File: src/rtl/sem_pkg.sv
package sem_pkg;
  typedef enum logic [1:0] {
    OWN_NONE  = 2'b00,
    OWN_LEFT  = 2'b01,
    OWN_RIGHT = 2'b10
  } sem_owner_t;
endpackage

File: src/rtl/sem_port_decode.sv
module sem_port_decode #(
  parameter int N_SEM = 8,
  parameter int IDX_W = $clog2(N_SEM)
) (
  input  logic             sel,
  input  logic             wr,
  input  logic [IDX_W-1:0] idx,
  input  logic             wbit,
  output logic [N_SEM-1:0] take,
  output logic [N_SEM-1:0] give
);
  logic wr_act;
  assign wr_act = sel & wr;

  for (genvar i = 0; i < N_SEM; i++) begin : g_dec
    logic hit;
    assign hit     = wr_act & (idx == IDX_W'(i));
    assign take[i] = hit & ~wbit;
    assign give[i] = hit & wbit;
  end
endmodule

File: src/rtl/sem_cell.sv
module sem_cell
  import sem_pkg::*;
(
  input  logic clk,
  input  logic rst_n,
  input  logic take_l,
  input  logic give_l,
  input  logic take_r,
  input  logic give_r,
  output logic held_l,
  output logic held_r
);
  sem_owner_t own_q, own_d;
  logic pend_l_q, pend_l_d, pend_r_q, pend_r_d;
  logic want_l, want_r, keep_l, keep_r, upd_en;

  always_comb begin
    want_l = (pend_l_q | take_l) & ~give_l & (own_q != OWN_LEFT);
    want_r = (pend_r_q | take_r) & ~give_r & (own_q != OWN_RIGHT);
    keep_l = (own_q == OWN_LEFT) & ~give_l;
    keep_r = (own_q == OWN_RIGHT) & ~give_r;
    upd_en = take_l | give_l | take_r | give_r;
    own_d    = OWN_NONE;
    pend_l_d = 1'b0;
    pend_r_d = 1'b0;
    if (keep_l) begin
      own_d    = OWN_LEFT;
      pend_r_d = want_r;
    end else if (keep_r) begin
      own_d    = OWN_RIGHT;
      pend_l_d = want_l;
    end else if (want_l) begin
      own_d    = OWN_LEFT;
      pend_r_d = want_r;
    end else if (want_r) begin
      own_d    = OWN_RIGHT;
    end
  end

  always_ff @(posedge clk or negedge rst_n) begin
    if (!rst_n) begin
      own_q    <= OWN_NONE;
      pend_l_q <= 1'b0;
      pend_r_q <= 1'b0;
    end else if (upd_en) begin
      own_q    <= own_d;
      pend_l_q <= pend_l_d;
      pend_r_q <= pend_r_d;
    end
  end

  assign held_l = (own_q == OWN_LEFT);
  assign held_r = (own_q == OWN_RIGHT);

  // a pending request only exists while the other port holds the token
  a_r6_pend_needs_holder: assert property (@(posedge clk) disable iff (!rst_n)
    (pend_l_q |-> held_r) and (pend_r_q |-> held_l));
  // release by the holder hands the token to the waiting port
  a_r6_handover: assert property (@(posedge clk) disable iff (!rst_n)
    (held_l && give_l && pend_r_q && !give_r) |=> held_r);
  // simultaneous takes on a free token favour the left port
  a_r7_left_wins: assert property (@(posedge clk) disable iff (!rst_n)
    (!held_l && !held_r && take_l && take_r) |=> (held_l && pend_r_q));
  // uncontested release frees the token
  a_r5_release: assert property (@(posedge clk) disable iff (!rst_n)
    (held_l && give_l && !pend_r_q && !take_r) |=> (!held_l && !held_r));
  // no write strobe means no state change
  a_r11_hold: assert property (@(posedge clk) disable iff (!rst_n)
    (!take_l && !give_l && !take_r && !give_r) |=> ($stable(own_q) && $stable(pend_l_q)));
endmodule

File: src/rtl/sem_read_mux.sv
module sem_read_mux #(
  parameter int N_SEM  = 8,
  parameter int IDX_W  = $clog2(N_SEM),
  parameter int DATA_W = 16
) (
  input  logic [N_SEM-1:0]  held,
  input  logic              sel,
  input  logic              wr,
  input  logic              oe,
  input  logic [IDX_W-1:0]  idx,
  output logic [DATA_W-1:0] rdata
);
  logic rd_act;
  assign rd_act = sel & ~wr & oe;

  always_comb begin
    if (rd_act) rdata = {DATA_W{~held[idx]}};
    else        rdata = {DATA_W{1'b1}};
  end
endmodule

File: src/rtl/sem_bank.sv
module sem_bank #(
  parameter int N_SEM  = 8,
  parameter int DATA_W = 16,
  localparam int IDX_W = $clog2(N_SEM)
) (
  input  logic              clk,
  input  logic              rst_n,
  input  logic              l_sel,
  input  logic              l_wr,
  input  logic              l_oe,
  input  logic [IDX_W-1:0]  l_idx,
  input  logic [DATA_W-1:0] l_wdata,
  output logic [DATA_W-1:0] l_rdata,
  input  logic              r_sel,
  input  logic              r_wr,
  input  logic              r_oe,
  input  logic [IDX_W-1:0]  r_idx,
  input  logic [DATA_W-1:0] r_wdata,
  output logic [DATA_W-1:0] r_rdata
);
  logic [N_SEM-1:0] take_l, give_l, take_r, give_r, held_l, held_r;

  sem_port_decode #(.N_SEM(N_SEM), .IDX_W(IDX_W)) u_dec_l (
    .sel(l_sel), .wr(l_wr), .idx(l_idx), .wbit(l_wdata[0]),
    .take(take_l), .give(give_l));

  sem_port_decode #(.N_SEM(N_SEM), .IDX_W(IDX_W)) u_dec_r (
    .sel(r_sel), .wr(r_wr), .idx(r_idx), .wbit(r_wdata[0]),
    .take(take_r), .give(give_r));

  for (genvar i = 0; i < N_SEM; i++) begin : g_cell
    sem_cell u_cell (
      .clk(clk), .rst_n(rst_n),
      .take_l(take_l[i]), .give_l(give_l[i]),
      .take_r(take_r[i]), .give_r(give_r[i]),
      .held_l(held_l[i]), .held_r(held_r[i]));
  end

  sem_read_mux #(.N_SEM(N_SEM), .IDX_W(IDX_W), .DATA_W(DATA_W)) u_rd_l (
    .held(held_l), .sel(l_sel), .wr(l_wr), .oe(l_oe), .idx(l_idx), .rdata(l_rdata));

  sem_read_mux #(.N_SEM(N_SEM), .IDX_W(IDX_W), .DATA_W(DATA_W)) u_rd_r (
    .held(held_r), .sel(r_sel), .wr(r_wr), .oe(r_oe), .idx(r_idx), .rdata(r_rdata));

  // both ports never see ownership of the same token at once
  a_r2_exclusive: assert property (@(posedge clk) disable iff (!rst_n)
    !(l_sel && !l_wr && l_oe && r_sel && !r_wr && r_oe && (l_idx == r_idx)
      && !l_rdata[0] && !r_rdata[0]));
  // idle ports present all ones
  a_r9_idle_high: assert property (@(posedge clk) disable iff (!rst_n)
    ((!(l_sel && !l_wr && l_oe)) |-> (&l_rdata)) and
    ((!(r_sel && !r_wr && r_oe)) |-> (&r_rdata)));
  // a read drives the same value on every bit
  a_r3_uniform: assert property (@(posedge clk) disable iff (!rst_n)
    ((&l_rdata) || (l_rdata == '0)) && ((&r_rdata) || (r_rdata == '0)));
endmodule

File: config.mk
export PLATFORM = sky130hd
export DESIGN_NAME = sem_bank
export DESIGN_NICKNAME = d
export VERILOG_FILES = /design/src/rtl/sem_pkg.sv /design/src/rtl/sem_port_decode.sv /design/src/rtl/sem_cell.sv /design/src/rtl/sem_read_mux.sv /design/src/rtl/sem_bank.sv
export SDC_FILE = /design/constraint.sdc
export NUM_CORES = 1
export LEC_CHECK = 0
export BUFFER_PORTS_ARGS = -buffer_cell sky130_fd_sc_hd__buf_2
export CAP_MARGIN = 0
export CORE_MARGIN = 2
export CORE_UTILIZATION = 35
export CTS_CLUSTER_SIZE = 14
export DETAILED_ROUTE_END_ITERATION = 10
export PLACE_DENSITY = 0.57
export SLEW_MARGIN = 20
export SYNTH_ARGS = -nofsm -noshare
export SYNTH_HDL_FRONTEND = slang
export SYNTH_HIERARCHICAL = 1
export SYNTH_SLANG_ARGS = --single-unit
File: constraint.sdc
create_clock -name clk -period 4.6 [get_ports clk]
set_input_delay 0.23 -clock clk [delete_from_list [all_inputs] [get_ports clk]]
set_output_delay 0.23 -clock clk [all_outputs]
set_load 0.005 [all_outputs]
==> results.py, run 1 <==
metrics = {
    "placed_design": {
        "place_area_um2": 2450,
        "dp.cells": 356,
        "gp_congestion": 0.801,
        "hpwl_um": 3920,
        "port_buffers": 47,
        "pre_cts_slack_ns": 2.58,
    },
    "timing": {
        "tightestPinTransition_ns": 0.769,
        "slew_viol_final": 0,
        "setup_tns_ns": 0,
        "post-route-min-period_ns": 2.32,
        "fin_hold_ws_ns": 0.0143,
        "final.setup.worst_slack_ns": 2.28,
        "setup_violations": 0,
        "post-route-period-util": 0.505,
        "finalClockSkew_ns": 0.000812,
        "fmax_ghz": 0.430,
        "rsz0062_at_grt": "no",
        "slew_headroom": 0.483,
        "hold_violations": 0,
    },
    "final_layout": {
        "final_util": 0.392,
        "final_common_cell": "nor2_1",
        "final_cell_mix": "nor2_1 (48), buf_2 (47), dfrtp_1 (32)",
        "syn2layout_area_growth_pct": 7.47,
        "nets": 332,
        "diodes": 0,
        "layoutNonFillerInstCount": 361,
        "drive_gt1_frac": 0.239,
        "final_area_um2": 2520,
    },
    "global_routing": {
        "grt_antenna_before_repair": 0,
        "busiest_layer": "met2",
        "grt.met2_usage": 0.241,
        "grtUsageMet1": 0.195,
        "grt_pass1_vias": 1821,
        "grt_first_pass_wirelength_um": 8600,
        "grt_max_degree": 33,
        "met3_usage": 0.0346,
        "grt_use_total": 0.148,
        "grt.overflow.total": 0,
    },
    "clocking": {
        "cts.clk_slew.worst_paths_ns": 0.06,
        "cts_tree": "built",
        "hold_buffers": 0,
        "cts_resized": 0,
        "cts_buffer_depth": 2,
        "root_buffer": "clkbuf_8",
        "numCtsBuffers": 5,
        "htreeDepth": 2,
        "clock_sinks": 32,
        "cts_setup_buffers": 0,
        "clk_latency_ns": 0.27,
    },
    "die": {
        "std_cell_rows": 29,
        "die_w_um": 85.9,
        "pin_count": 78,
        "dieArea_um2": 7370,
        "core-area_um2": 6420,
        "die_h_um": 85.9,
        "start_util": 0.365,
    },
    "setup_path": {
        "critPathMaxFanout": 16,
        "cp-start-kind": "flip-flop",
        "endpoint_kind": "primary output",
        "rr_startpoint": "g_cell[4].u_cell/own_q[1]",
        "reg2reg_to": "g_cell[4].u_cell/pend_r_q",
        "required_ns": 4.37,
        "crit_type": "reg2out",
        "crit_arrival_ns": 2.09,
        "ff2ff_path_depth": 3,
        "r2r_setup_slack_ns": 3.37,
    },
    "synth": {
        "ys_warn_count": 6,
        "syn-cell-area_um2": 2340,
        "synthCells": 262,
        "synth_compound_area_frac": 0.188,
        "syn_avg_cell_area_um2": 8.95,
        "ys_seq_area_frac": 0.342,
        "synthMuxAreaShare": 0.0534,
        "synth_top_family_by_area": "simple AND/OR/NAND/NOR gates",
        "ys_ff_latch": 32,
        "synth_xor_area_frac": 0,
        "synth-adder-area-share": 0,
        "synth_cell_types": 23,
        "syn_nets": 308,
        "synthSimpleGateAreaFrac": 0.296,
    },
    "status": {
        "status": "finished with violations",
        "violations": "DRC",
    },
    "job": {
        "drv_cap": 0,
    },
    "route": {
        "wl_per_cell_um": 14.0,
        "routed_wl_um": 5060,
        "via_count": 1948,
        "drt_iter0_drc": 102,
        "viasPerCell": 5.40,
        "drc": 9,
        "drt.antenna.violating_nets": 0,
        "drt-pass1-iter-count": 7,
    },
    "pwr": {
        "total_leakage_power_nw": 1.07,
        "cellPowerDensity_nw_per_um2": 399,
        "power_mw": 1.01,
        "vdd_drop_max_mv": 0.136,
    },
    "worst_hold_path": {
        "hold_class": "in2async",
    },
}
power by group:
| group | switching, mW | total (mW) | internal, mW |
|---|---|---|---|
| Sequential | 0.0562 | 0.424 | 0.368 |
| Clock | 0.0953 | 0.193 | 0.0974 |
| Combinational | 0.204 | 0.389 | 0.184 |
| Total | 0.356 | 1.01 | 0.650 |
flip-flops by register name, summed over array words and instances, names as in the netlist:
name and flops:
g_cell.u_cell/pend_l_q 8, g_cell.u_cell/own_q 16, g_cell.u_cell/pend_r_q 8
how the worst max path moves through the flow:
| stage | end | cells after the start | slack [ns] | startpoint |
|---|---|---|---|---|
| floorplan | l_rdata[10] | 6 | 2.72 | g_cell[5].u_cell/own_q[0] |
| global placement | l_rdata[11] | 6 | 2.63 | g_cell[5].u_cell/own_q[0] |
| detailed placement | r_rdata[7] | 5 | 2.58 | g_cell[2].u_cell/own_q[1] |
| CTS | r_rdata[7] | 5 | 2.27 | g_cell[2].u_cell/own_q[1] |
| global route | r_rdata[0] | 5 | 2.17 | g_cell[2].u_cell/own_q[1] |
| finish | r_rdata[15] | 5 | 2.28 | g_cell[2].u_cell/own_q[1] |
critical path: stages, from the launching register on:
cell and delay, ns:
dfrtp_1 0.40, nor2b_1 0.18, mux4_1 0.55, mux2i_1 0.15, or3_1 0.34, buf_2 0.19
metal layers:
layer / vias up / wire length (um) / share of wire
met4: 0 / 36 / 0.0071
met3: 2 / 226 / 0.045
met5: - / 0 / 0
li1: 969 / - / -
met1: 929 / 2420 / 0.48
met2: 48 / 2380 / 0.47
final cells by class:
type / instances / area (um^2)
Inverter: 16 / 60.1
Multi-Input combinational cell: 184 / 1260
Tap cell: 77 / 96.3
Clock buffer: 5 / 68.8
Timing Repair Buffer: 47 / 235
Sequential cell: 32 / 801
Fill cell: 639 / 3900
synthesized netlist by cell type:
cell / number / area share
nor2_1: 48 / 0.077
dfrtp_1: 32 / 0.34
buf_4: 30 / 0.096
a21oi_1: 16 / 0.034
inv_1: 16 / 0.026
nor2b_1: 16 / 0.043
nand2b_1: 12 / 0.032
a2111oi_2: 8 / 0.051
a21o_1: 8 / 0.026
nor3_1: 8 / 0.017
nor4_1: 8 / 0.021
nor4_2: 8 / 0.043
o21ai_0: 8 / 0.017
o22a_1: 8 / 0.030
o41ai_1: 8 / 0.030
or2_1: 8 / 0.021
mux4_1: 4 / 0.045
nand2_1: 4 / 0.0064
nand4b_1: 4 / 0.015
mux2i_1: 2 / 0.0085
nand4_1: 2 / 0.0053
nand4bb_1: 2 / 0.0096
or3_1: 2 / 0.0053
cell families after synthesis:
family	count (synthesis)
buf+inv	46
compound gates	56
mux	6
simple gates	122
flops	32
(Power assumes the default switching activity.)
==> run 2, diff against run 1 <==
clock period = 2.28 ns   (was 4.6 ns; I/O delays follow)
==> run 2 against run 1 <==
The flow still finishes with violations (DRC). Critical path depth stayed put. Cell count is 1.9% higher. Final area is 2.5% higher. Global-route usage hardly changed. Clock-buffer cell count is 3 higher. Register-to-register slack worse by 2.3 ns. Clock skew is 0.0036 ns higher. Power is 110% higher.
==> results.py, run 2 (synthesis gave the netlist of run 1 again) <==
metrics = {
    "status": {
        "status": "finished with violations",
        "violations": "DRC",
    },
    "final_layout": {
        "fillCellCount": 625,
        "seqCellArea_um2": 801,
        "syn2layout_area_growth_pct": 10.2,
        "nets": 336,
        "final_cell_mix": "nor2_1 (48), buf_2 (47), dfrtp_1 (32)",
        "regMostFlops": "g_cell.u_cell/own_q",
        "diodes": 0,
        "largest_reg_flops": 16,
        "drive_gt1_frac": 0.254,
        "largestRegisters": "g_cell.u_cell/own_q (16), g_cell.u_cell/pend_l_q (8), g_cell.u_cell/pend_r_q (8)",
        "final_common_cell": "nor2_1",
        "final_util": 0.402,
        "multi_input_area_um2": 1270,
        "layoutNonFillerInstCount": 368,
    },
    "timing": {
        "fmax_ghz": 0.492,
        "post-route-min-period_ns": 2.03,
        "post-route-period-util": 0.892,
        "fin_hold_ws_ns": 0.405,
        "rsz0062_at_grt": "no",
        "final.setup.worst_slack_ns": 0.246,
        "slew_viol_final": 0,
        "finalClockSkew_ns": 0.00442,
        "hold_violations": 0,
        "tightestPinTransition_ns": 0.740,
        "slew_headroom": 0.507,
        "setup_tns_ns": 0,
        "setup_violations": 0,
    },
    "clocking": {
        "htreeDepth": 2,
        "root_buffer": "clkbuf_8",
        "cts_buffer_depth": 2,
        "clock_sinks": 32,
        "cts.clk_slew.worst_paths_ns": 0.07,
        "cts_tree": "built",
        "clk_latency_ns": 0.28,
        "numCtsBuffers": 5,
    },
    "route": {
        "drt.antenna.violating_nets": 0,
        "drc": 9,
        "via_count": 1982,
        "viasPerCell": 5.39,
        "wl_per_cell_um": 13.7,
        "routed_wl_um": 5030,
        "drt_iter0_drc": 164,
        "drt-pass1-iter-count": 8,
    },
    "pwr": {
        "switching_share": 0.353,
        "p_clk_frac": 0.218,
        "intPower_mw": 1.37,
        "vdd_drop_max_mv": 0.331,
        "total_leakage_power_nw": 1.10,
        "p_sw_mw": 0.744,
        "pwr-share-comb": 0.375,
        "cellPowerDensity_nw_per_um2": 816,
        "seq_power_share": 0.407,
    },
    "worst_hold_path": {
        "hold_class": "in2reg",
    },
    "die": {
        "core-area_um2": 6420,
        "dieArea_um2": 7370,
        "die_h_um": 85.9,
        "pin_count": 78,
        "die_w_um": 85.9,
        "start_util": 0.365,
        "std_cell_rows": 29,
    },
    "placed_design": {
        "pre_cts_slack_ns": 0.379,
        "port_buffers": 47,
        "dp.cells": 359,
        "hpwl_um": 3820,
        "gp_congestion": 0.813,
    },
    "global_routing": {
        "grt_first_pass_wirelength_um": 8690,
        "grt_max_degree": 33,
        "grt.overflow.total": 0,
        "grt_pass1_vias": 1859,
        "grt_antenna_before_repair": 0,
        "grt_use_total": 0.147,
    },
    "job": {
        "drv_cap": 0,
    },
    "setup_path": {
        "crit_type": "reg2out",
        "critPathMaxFanout": 16,
        "required_ns": 2.17,
        "endpoint_kind": "primary output",
        "cp-start-kind": "flip-flop",
        "crit_arrival_ns": 1.92,
    },
}
-- run 2: cell types whose count changed in the layout (fill, tap and decap cells not counted) --
cell	delta
or3_4	+2
buf_4	+3
or3_1	-2
dlygate4sd3_1	+1
clkbuf_1	+2
clkbuf_8	+1
-- run 2: what timing repair did --
action / CTS / global route
hold buffers: 1 / 0
hold endpoints to repair: 32 / 0
setup buffers: 0 / 0
setup endpoints to repair: 0 / 32
gates resized for setup: 0 / 2
-- run 2: critical path, cell delays in order (launching register included) --
cell	delay (ns)
dfrtp_1	0.40
nor2b_1	0.16
mux4_1	0.55
mux2i_1	0.18
or3_4	0.22
buf_2	0.13
-- run 2: cell type report --
| cell class | instances | area share |
|---|---|---|
| well taps | 77 | 0.0373 |
| repair buffers | 51 | 0.104 |
| inverters | 16 | 0.0232 |
| multi-input cells | 184 | 0.491 |
| flip-flops and latches | 32 | 0.310 |
| clock buffers | 8 | 0.0349 |
-- run 2: stage by stage --
stage,power [mW],instance area (um^2)
floorplan,1.49,2340
detailed placement,1.66,2470
global placement,1.65,2470
global route,2.28,2580
finish,2.11,2580
CTS,2.13,2570
-- run 2: routing by layer --
layer / GRT usage / share of wire
met5: 0 / 0
met1: 0.200 / 0.47
met3: 0.0385 / 0.060
met2: 0.232 / 0.45
met4: 0.0433 / 0.013
-- run 2: worst paths after layout --
| path | from | endpoint | slack (ns) | cells past startpoint |
|---|---|---|---|---|
| min in group asynchronous | rst_n | g_cell[3].u_cell/own_q[0] | 0.43 | 2 |
| max reg2reg | g_cell[2].u_cell/own_q[1] | g_cell[2].u_cell/pend_r_q | 1.03 | 3 |
| min | l_idx[1] | g_cell[0].u_cell/pend_l_q | 0.41 | 4 |
| min reg2reg | g_cell[0].u_cell/own_q[0] | g_cell[0].u_cell/own_q[0] | 0.54 | 1 |
| max in group asynchronous | rst_n | g_cell[5].u_cell/pend_l_q | 1.37 | 2 |
| max | g_cell[1].u_cell/own_q[1] | r_rdata[0] | 0.25 | 5 |
-- run 2: power by group through the flow --
stage	logic, mW	clock network (mW)	registers, mW
after floorplan	0.650	0	0.842
after global placement	0.785	0	0.862
after detailed placement	0.793	0	0.868
after CTS	0.795	0.473	0.857
after global routing	0.895	0.498	0.886
final	0.791	0.460	0.857
